$ cat src/rtl/blk_lock_pkg.sv
package blk_lock_pkg;

    typedef enum logic [2:0] {
        K_ARR_RD = 3'd0,
        K_PROG   = 3'd1,
        K_ERASE  = 3'd2,
        K_REG_WR = 3'd3,
        K_REG_RD = 3'd4
    } cmd_kind_e;

    typedef enum logic [1:0] {
        ST_IDLE = 2'd0,
        ST_EVAL = 2'd1,
        ST_RESP = 2'd2
    } ctl_state_e;

    typedef struct packed {
        logic rd_lock;
        logic lk_down;
        logic wr_lock;
    } lock_bits_t;

    localparam lock_bits_t LOCK_RESET = 3'b001;

endpackage

$ cat src/rtl/lock_bank.sv
module lock_bank
    import blk_lock_pkg::*;
#(
    parameter int NBLK  = 8,
    parameter int BLK_W = $clog2(NBLK)
) (
    input  logic                   clk,
    input  logic                   rst_n,
    input  logic                   wr_en,
    input  logic [BLK_W-1:0]       wr_blk,
    input  lock_bits_t             wr_bits,
    output lock_bits_t [NBLK-1:0]  locks_o
);

    generate
        for (genvar i = 0; i < NBLK; i++) begin : g_blk
            lock_bits_t q;

            always_ff @(posedge clk or negedge rst_n) begin
                if (!rst_n) begin
                    q <= LOCK_RESET;
                end else if (wr_en && (wr_blk == BLK_W'(i)) && !q.lk_down) begin
                    q <= wr_bits;
                end
            end

            assign locks_o[i] = q;

            // a frozen register never changes until reset
            p_frozen_stays_r4: assert property (@(posedge clk) disable iff (!rst_n)
                q.lk_down |=> (q.lk_down && $stable(q.rd_lock) && $stable(q.wr_lock)));
        end
    endgenerate

endmodule

$ cat src/rtl/prot_eval.sv
module prot_eval
    import blk_lock_pkg::*;
#(
    parameter int NBLK  = 8,
    parameter int BLK_W = $clog2(NBLK)
) (
    input  cmd_kind_e              kind,
    input  logic [BLK_W-1:0]       blk,
    input  lock_bits_t [NBLK-1:0]  locks,
    input  logic                   top_lock_n,
    input  logic                   wr_prot_n,
    output lock_bits_t             cur,
    output logic                   allow,
    output logic                   viol
);

    localparam logic [BLK_W-1:0] TOP_BLK = BLK_W'(NBLK - 1);

    logic pin_block;

    always_comb begin
        cur       = locks[blk];
        pin_block = (blk == TOP_BLK) ? !top_lock_n : !wr_prot_n;
        allow     = 1'b0;
        viol      = 1'b0;
        case (kind)
            K_ARR_RD: allow = !cur.rd_lock;
            K_PROG, K_ERASE: begin
                allow = !cur.wr_lock && !pin_block;
                viol  = !allow;
            end
            K_REG_WR: allow = !cur.lk_down;
            K_REG_RD: allow = 1'b1;
            default:  allow = 1'b0;
        endcase
    end

endmodule

$ cat src/rtl/ctrl_fsm.sv
module ctrl_fsm
    import blk_lock_pkg::*;
(
    input  logic clk,
    input  logic rst_n,
    input  logic cmd_valid,
    output logic cmd_ready,
    output logic accept,
    output logic eval_fire,
    output logic resp_phase
);

    ctl_state_e state_q, state_d;

    always_ff @(posedge clk or negedge rst_n) begin
        if (!rst_n) state_q <= ST_IDLE;
        else        state_q <= state_d;
    end

    always_comb begin
        state_d = state_q;
        unique case (state_q)
            ST_IDLE: if (cmd_valid) state_d = ST_EVAL;  // T_ACCEPT
            ST_EVAL: state_d = ST_RESP;                 // T_DECIDE
            ST_RESP: state_d = ST_IDLE;                 // T_DONE
            default: state_d = ST_IDLE;
        endcase
    end

    always_comb begin
        cmd_ready  = (state_q == ST_IDLE);
        accept     = cmd_ready && cmd_valid;
        eval_fire  = (state_q == ST_EVAL);
        resp_phase = (state_q == ST_RESP);
    end

    // evaluation follows acceptance by one cycle
    p_eval_after_accept_r10: assert property (@(posedge clk) disable iff (!rst_n)
        accept |=> eval_fire);
    // response lasts a single cycle, then the block is ready again
    p_resp_single_r10: assert property (@(posedge clk) disable iff (!rst_n)
        resp_phase |=> cmd_ready);

endmodule

$ cat src/rtl/blk_lock_guard.sv
module blk_lock_guard
    import blk_lock_pkg::*;
#(
    parameter int NBLK   = 8,
    parameter int ADDR_W = 19,
    parameter int DATA_W = 8
) (
    input  logic              clk,
    input  logic              rst_a_n,
    input  logic              rst_b_n,
    input  logic              top_lock_n,
    input  logic              wr_prot_n,
    input  logic              cmd_valid,
    output logic              cmd_ready,
    input  logic [2:0]        cmd_kind,
    input  logic [ADDR_W-1:0] cmd_addr,
    input  logic [DATA_W-1:0] cmd_wdata,
    input  logic [DATA_W-1:0] arr_rdata,
    output logic              rsp_valid,
    output logic              rsp_allow,
    output logic              rsp_viol,
    output logic [DATA_W-1:0] rsp_data
);

    localparam int BLK_W = $clog2(NBLK);
    localparam logic [BLK_W-1:0] TOP_BLK = BLK_W'(NBLK - 1);

    logic rst_n;
    assign rst_n = rst_a_n & rst_b_n;

    logic accept, eval_fire, resp_phase;

    ctrl_fsm u_fsm (
        .clk        (clk),
        .rst_n      (rst_n),
        .cmd_valid  (cmd_valid),
        .cmd_ready  (cmd_ready),
        .accept     (accept),
        .eval_fire  (eval_fire),
        .resp_phase (resp_phase)
    );

    cmd_kind_e         kind_q;
    logic [BLK_W-1:0]  blk_q;
    lock_bits_t        wbits_q;
    logic [DATA_W-1:0] arr_q;

    always_ff @(posedge clk or negedge rst_n) begin
        if (!rst_n) begin
            kind_q  <= K_ARR_RD;
            blk_q   <= '0;
            wbits_q <= '0;
            arr_q   <= '0;
        end else if (accept) begin
            kind_q  <= cmd_kind_e'(cmd_kind);
            blk_q   <= cmd_addr[ADDR_W-1 -: BLK_W];
            wbits_q <= lock_bits_t'(cmd_wdata[2:0]);
            arr_q   <= arr_rdata;
        end
    end

    lock_bits_t [NBLK-1:0] locks;
    lock_bits_t            cur;
    logic                  dec_allow, dec_viol;

    lock_bank #(.NBLK(NBLK), .BLK_W(BLK_W)) u_bank (
        .clk     (clk),
        .rst_n   (rst_n),
        .wr_en   (eval_fire && (kind_q == K_REG_WR)),
        .wr_blk  (blk_q),
        .wr_bits (wbits_q),
        .locks_o (locks)
    );

    prot_eval #(.NBLK(NBLK), .BLK_W(BLK_W)) u_eval (
        .kind       (kind_q),
        .blk        (blk_q),
        .locks      (locks),
        .top_lock_n (top_lock_n),
        .wr_prot_n  (wr_prot_n),
        .cur        (cur),
        .allow      (dec_allow),
        .viol       (dec_viol)
    );

    always_ff @(posedge clk or negedge rst_n) begin
        if (!rst_n) begin
            rsp_valid <= 1'b0;
            rsp_allow <= 1'b0;
            rsp_viol  <= 1'b0;
            rsp_data  <= '0;
        end else if (eval_fire) begin
            rsp_valid <= 1'b1;
            rsp_allow <= dec_allow;
            rsp_viol  <= dec_viol;
            if (kind_q == K_REG_RD)
                rsp_data <= DATA_W'(cur);
            else if (kind_q == K_ARR_RD && dec_allow)
                rsp_data <= arr_q;
            else
                rsp_data <= '0;
        end else begin
            rsp_valid <= 1'b0;
            rsp_allow <= 1'b0;
            rsp_viol  <= 1'b0;
            rsp_data  <= '0;
        end
    end

    // commands must carry known address and data
    p_known_cmd_r10: assert property (@(posedge clk) disable iff (!rst_n)
        cmd_valid |-> (!$isunknown(cmd_addr) && !$isunknown(cmd_wdata)));
    // the top-block pin overrides the register
    p_top_pin_r6: assert property (@(posedge clk) disable iff (!rst_n)
        (eval_fire && (kind_q == K_PROG || kind_q == K_ERASE) && blk_q == TOP_BLK && !top_lock_n)
        |=> (rsp_valid && !rsp_allow && rsp_viol));
    // the write-protect pin guards all but the top block
    p_wp_pin_r7: assert property (@(posedge clk) disable iff (!rst_n)
        (eval_fire && (kind_q == K_PROG || kind_q == K_ERASE) && blk_q != TOP_BLK && !wr_prot_n)
        |=> (rsp_valid && !rsp_allow));
    // no data leaks through a denied response
    p_deny_zero_r9: assert property (@(posedge clk) disable iff (!rst_n)
        (rsp_valid && !rsp_allow) |-> (rsp_data == '0));
    // the violation flag is a single-cycle pulse on a denied response
    p_viol_pulse_r9: assert property (@(posedge clk) disable iff (!rst_n)
        rsp_viol |-> (rsp_valid && !rsp_allow) ##1 !rsp_viol);

endmodule

$ cat config.mk
export PLATFORM = sky130hd
export DESIGN_NAME = blk_lock_guard
export DESIGN_NICKNAME = d
export VERILOG_FILES = /design/src/rtl/blk_lock_pkg.sv /design/src/rtl/lock_bank.sv /design/src/rtl/prot_eval.sv /design/src/rtl/ctrl_fsm.sv /design/src/rtl/blk_lock_guard.sv
export SDC_FILE = /design/constraint.sdc
export NUM_CORES = 1
export LEC_CHECK = 0
export BUFFER_PORTS_ARGS = -buffer_cell sky130_fd_sc_hd__buf_4
export CELL_PAD_IN_SITES_DETAIL_PLACEMENT = 1
export CELL_PAD_IN_SITES_GLOBAL_PLACEMENT = 1
export CORE_MARGIN = 8
export CORE_UTILIZATION = 42
export DETAILED_ROUTE_END_ITERATION = 16
export PLACE_DENSITY = 0.89
export REMOVE_ABC_BUFFERS = 1
export SETUP_SLACK_MARGIN = 0.05
export SLEW_MARGIN = 20
export SYNTH_ARGS = -nofsm -noshare
export SYNTH_HDL_FRONTEND = slang
export SYNTH_SLANG_ARGS = --single-unit
export TNS_END_PERCENT = 10
$ cat constraint.sdc
create_clock -name clk -period 2.39 [get_ports clk]
set_clock_uncertainty 0.15 [all_clocks]
set_input_delay 0.1195 -clock clk [delete_from_list [all_inputs] [get_ports clk]]
set_output_delay 0.1195 -clock clk [all_outputs]
set_load 0.02 [all_outputs]
==> reports/qor.csv <==
stage,metric,value,unit
synth,syn_area,2400,µm²
cts,cts_buffer_depth,2,
detailed_routing,drt_iter0_drc,53,
synth,syn_inst,180,
sta,slew_violations,0,
sta,hold_viol,0,
detailed_routing,wl,6090,µm
synth,ys_warn_count,0,
detailed_routing,drcViolationCount,0,
synth,yosys.area.top_type,dfrtp_1,
layout,area_growth,27.5,%
die,die_x,91.5,µm
setup_path,critical_path_buf_inv_count,0,
hold_path,hold_class,in -> reg,
detailed_routing,wl_per_cell,19.4,µm
global_routing,grt_max_degree,21,
die,io_pins,56,
die,fp-row-count,27,
sta,finalSetupTns,0,ns
cts,clock_latency,0.31,ns
detailed_routing,viasPerCell,5.39,
cts,path_clk_slew,0.10,ns
setup_path,cp_max_fo,9,
placement,place_congestion,0.771,
layout,final_cells,314,
setup_path,worstPathRequired,2.47,ns
synth,synth_top_flop_cell,dfrtp_1,
job,maxCapViolCount,0,
hold_path,min_from,wr_prot_n,
setup_path,startpoint,blk_q[0],
cts,postCtsSetupBuffers,0,
setup_path,timing.rr.start,blk_q[0],
detailed_routing,vias,1692,
global_routing,grt_pass1_wl,10100,µm
outcome,status,completed,
layout,fin_nets,285,
layout,filler_cell_count,548,
setup_path,path_cells,mux4_2 -> mux2_2 -> or3_1 -> o211ai_1,
setup_path,crit_path_end_kind,flop,
sta,fmax,466,MHz
setup_path,max_stage_delay,0.60,ns
global_routing,grt_overflow,0,
die,die_area,8380,µm²
sta,rsz0062_at_grt,false,
detailed_routing,antenna_left,0,
synth,synth_area_per_cell,13.3,µm²
synth,synth_area_leaders,"dfrtp_1 48%, mux2_2 17%, dfstp_2 8.8%, and2_1 2.1%, mux4_2 1.9%",
cts,cts-root-buf,clkbuf_8,
setup_path,path_delay_family,multiplexers,
placement,dp_hpwl,4160,µm
layout,drive_above_1_share,42.1,%
sta,setup_viol,0,
setup_path,cp.arrival,2.22,ns
layout,diodes,0,
sta,period_minus_slack,2.14,ns
setup_path,crit_path_top_delay_cell,dfrtp_1,
global_routing,antenna_found_initial,0,
cts,cts_tree,done,
sta,final.period_utilization,89.7,%
detailed_routing,firstDrtPassIters,4,
setup_path,setup.worst_path.start_class,flop,
sta,worst_pin_slew,0.674,ns
placement,io_buffers,34,
synth,seq_area_frac_synth,56.8,%
synth,synth_edf_count,0,
global_routing,grt_pass1_vias,1951,
synth,synth_cell_types,43,
synth,ys_ff_latch,54,
sta,relSlewSlack,54.9,%
power_and_ir_drop,powerDensity,855,nW/µm²
setup_path,worst-setup-path-type,reg -> reg,
cts,cts.sinks,54,
die,die_y,91.5,µm
die,initial_utilization,43.5,%
die,core,5510,µm²
power_and_ir_drop,leakage,1.39,nW
synth,ys_async_sr_fraction,100,%
placement,dp.cells,285,
global_routing,grt_usage,15.3,%
synth,synth_top_area_share,48.0,%
cts,htreeDepth,2,
cts,numCtsBuffers,5,
power_and_ir_drop,vdd_drop_max,0.494,mV
==> stage by stage <==
step / total power, mW / utilization [%] / worst slack (ns) / instance area (µm²) / hold slack (ns)
floorplan: 1.80 / - / 0.246 / 2360 / 0.0863
global placement: 2.00 / 50.1 / 0.233 / 2760 / 0.0915
CTS: 2.61 / 55.4 / 0.146 / 3050 / 0.00185
detailed placement: 2.08 / 50.1 / 0.174 / 2760 / 0.0995
finish: 2.61 / 55.5 / 0.246 / 3050 / 0.00720
global route: 2.74 / 55.5 / 0.134 / 3050 / 0.0215
==> what timing repair did <==
item	in CTS	in global routing
endpoints found under the setup margin	0	7
hold buffers	21	0
endpoints found under the hold margin	32	0
gates resized for setup	0	1
==> flip-flops by register name, summed over array words and instances (netlist names) <==
name	flops
arr_q	8
wbits_q	3
blk_q	3
rsp_viol	1
rsp_allow	1
rsp_valid	1
rsp_data	8
u_fsm.state_q	2
kind_q	3
u_bank.locks_o	24
==> cell type report <==
cell class | instances | area, µm² | area share, %
Tap cell | 72 | 90.1 | 2.95
Clock buffer | 6 | 72.6 | 2.38
Inverter | 3 | 11.3 | 0.369
Sequential cell | 54 | 1360 | 44.6
Clock inverter | 2 | 13.8 | 0.451
Timing Repair Buffer | 61 | 510 | 16.7
Multi-Input combinational cell | 116 | 993 | 32.5
==> path summary, 6_finish.rpt <==
check                                     to  slack (ns)  cells past startpoint
max                                rsp_allow        0.25                      4
min                                 rsp_viol       0.007                      3
max reg2reg                        rsp_allow        0.25                      4
min reg2reg                      rsp_data[7]        0.34                      1
max in group asynchronous           blk_q[1]        0.50                      4
min in group asynchronous  u_bank.locks_o[6]        0.43                      3
==> cell usage after synthesis (all sizes together) (2+ instances only) <==
library cell,n
nor2b,4
buf,4
o21bai,4
or4,2
a21o,2
o311ai,2
nand3,3
nor3b,3
nand2b,4
mux4,2
or3,2
nand3b,2
or3b,2
mux2,36
o221ai,2
mux2i,3
inv,3
dfstp,8
dfrtp,46
nand2,9
nor2,5
clkbuf,3
a21oi,2
and2,8
o21ai,2
==> worst reg2reg max path, stage by stage (launching register included) <==
cell,delay (ns)
dfrtp_1,0.60
mux4_2,0.57
mux2_2,0.29
or3_1,0.37
o211ai_1,0.09
==> per-layer routing <==
| layer | global-route usage, % | part of all wire, % | up-vias | routed length [µm] |
|---|---|---|---|---|
| li1 | - | - | 774 | - |
| met3 | 3.62 | 3.8 | 7 | 234 |
| met4 | 6.14 | 1.5 | 0 | 93 |
| met2 | 26.8 | 53 | 32 | 3210 |
| met1 | 17.4 | 42 | 879 | 2550 |
| met5 | 0 | 0 | - | 0 |
==> layout by cell type (no fill, tap or decap), types with 2 or more instances in the layout <==
cell,count
or3b_2,2
nor3b_1,2
buf_4,40
mux2_2,36
inv_1,3
a21o_1,2
nand2b_1,4
mux2i_1,3
or4_1,2
o311ai_0,2
nor2_1,5
dlygate4sd3_1,21
nand2_1,9
dfstp_2,8
nand3_1,3
o21ai_0,2
o221ai_1,2
o21bai_1,4
dfrtp_1,45
mux4_2,2
and2_1,7
a21oi_1,2
or3_1,2
nor2b_1,4
nand3b_1,2
clkbuf_8,5
==> power by group <==
part	total, mW	switching (mW)	internal, mW	leakage [nW]
combinational	0.695	0.307	0.389	0.660
sequential	1.40	0.233	1.17	0.686
clock	0.516	0.306	0.210	0.0456
total	2.61	0.846	1.77	1.39
==> cell families after synthesis <==
logic type,synth area share (%)
and+or+nand+nor,13.2
buffers and inverters,1.78
DFF,56.8
xor gates and xnor gates,0.366
AOI/OAI and AO/OA,7.83
muxes,20.1
(Power assumes the default switching activity.)
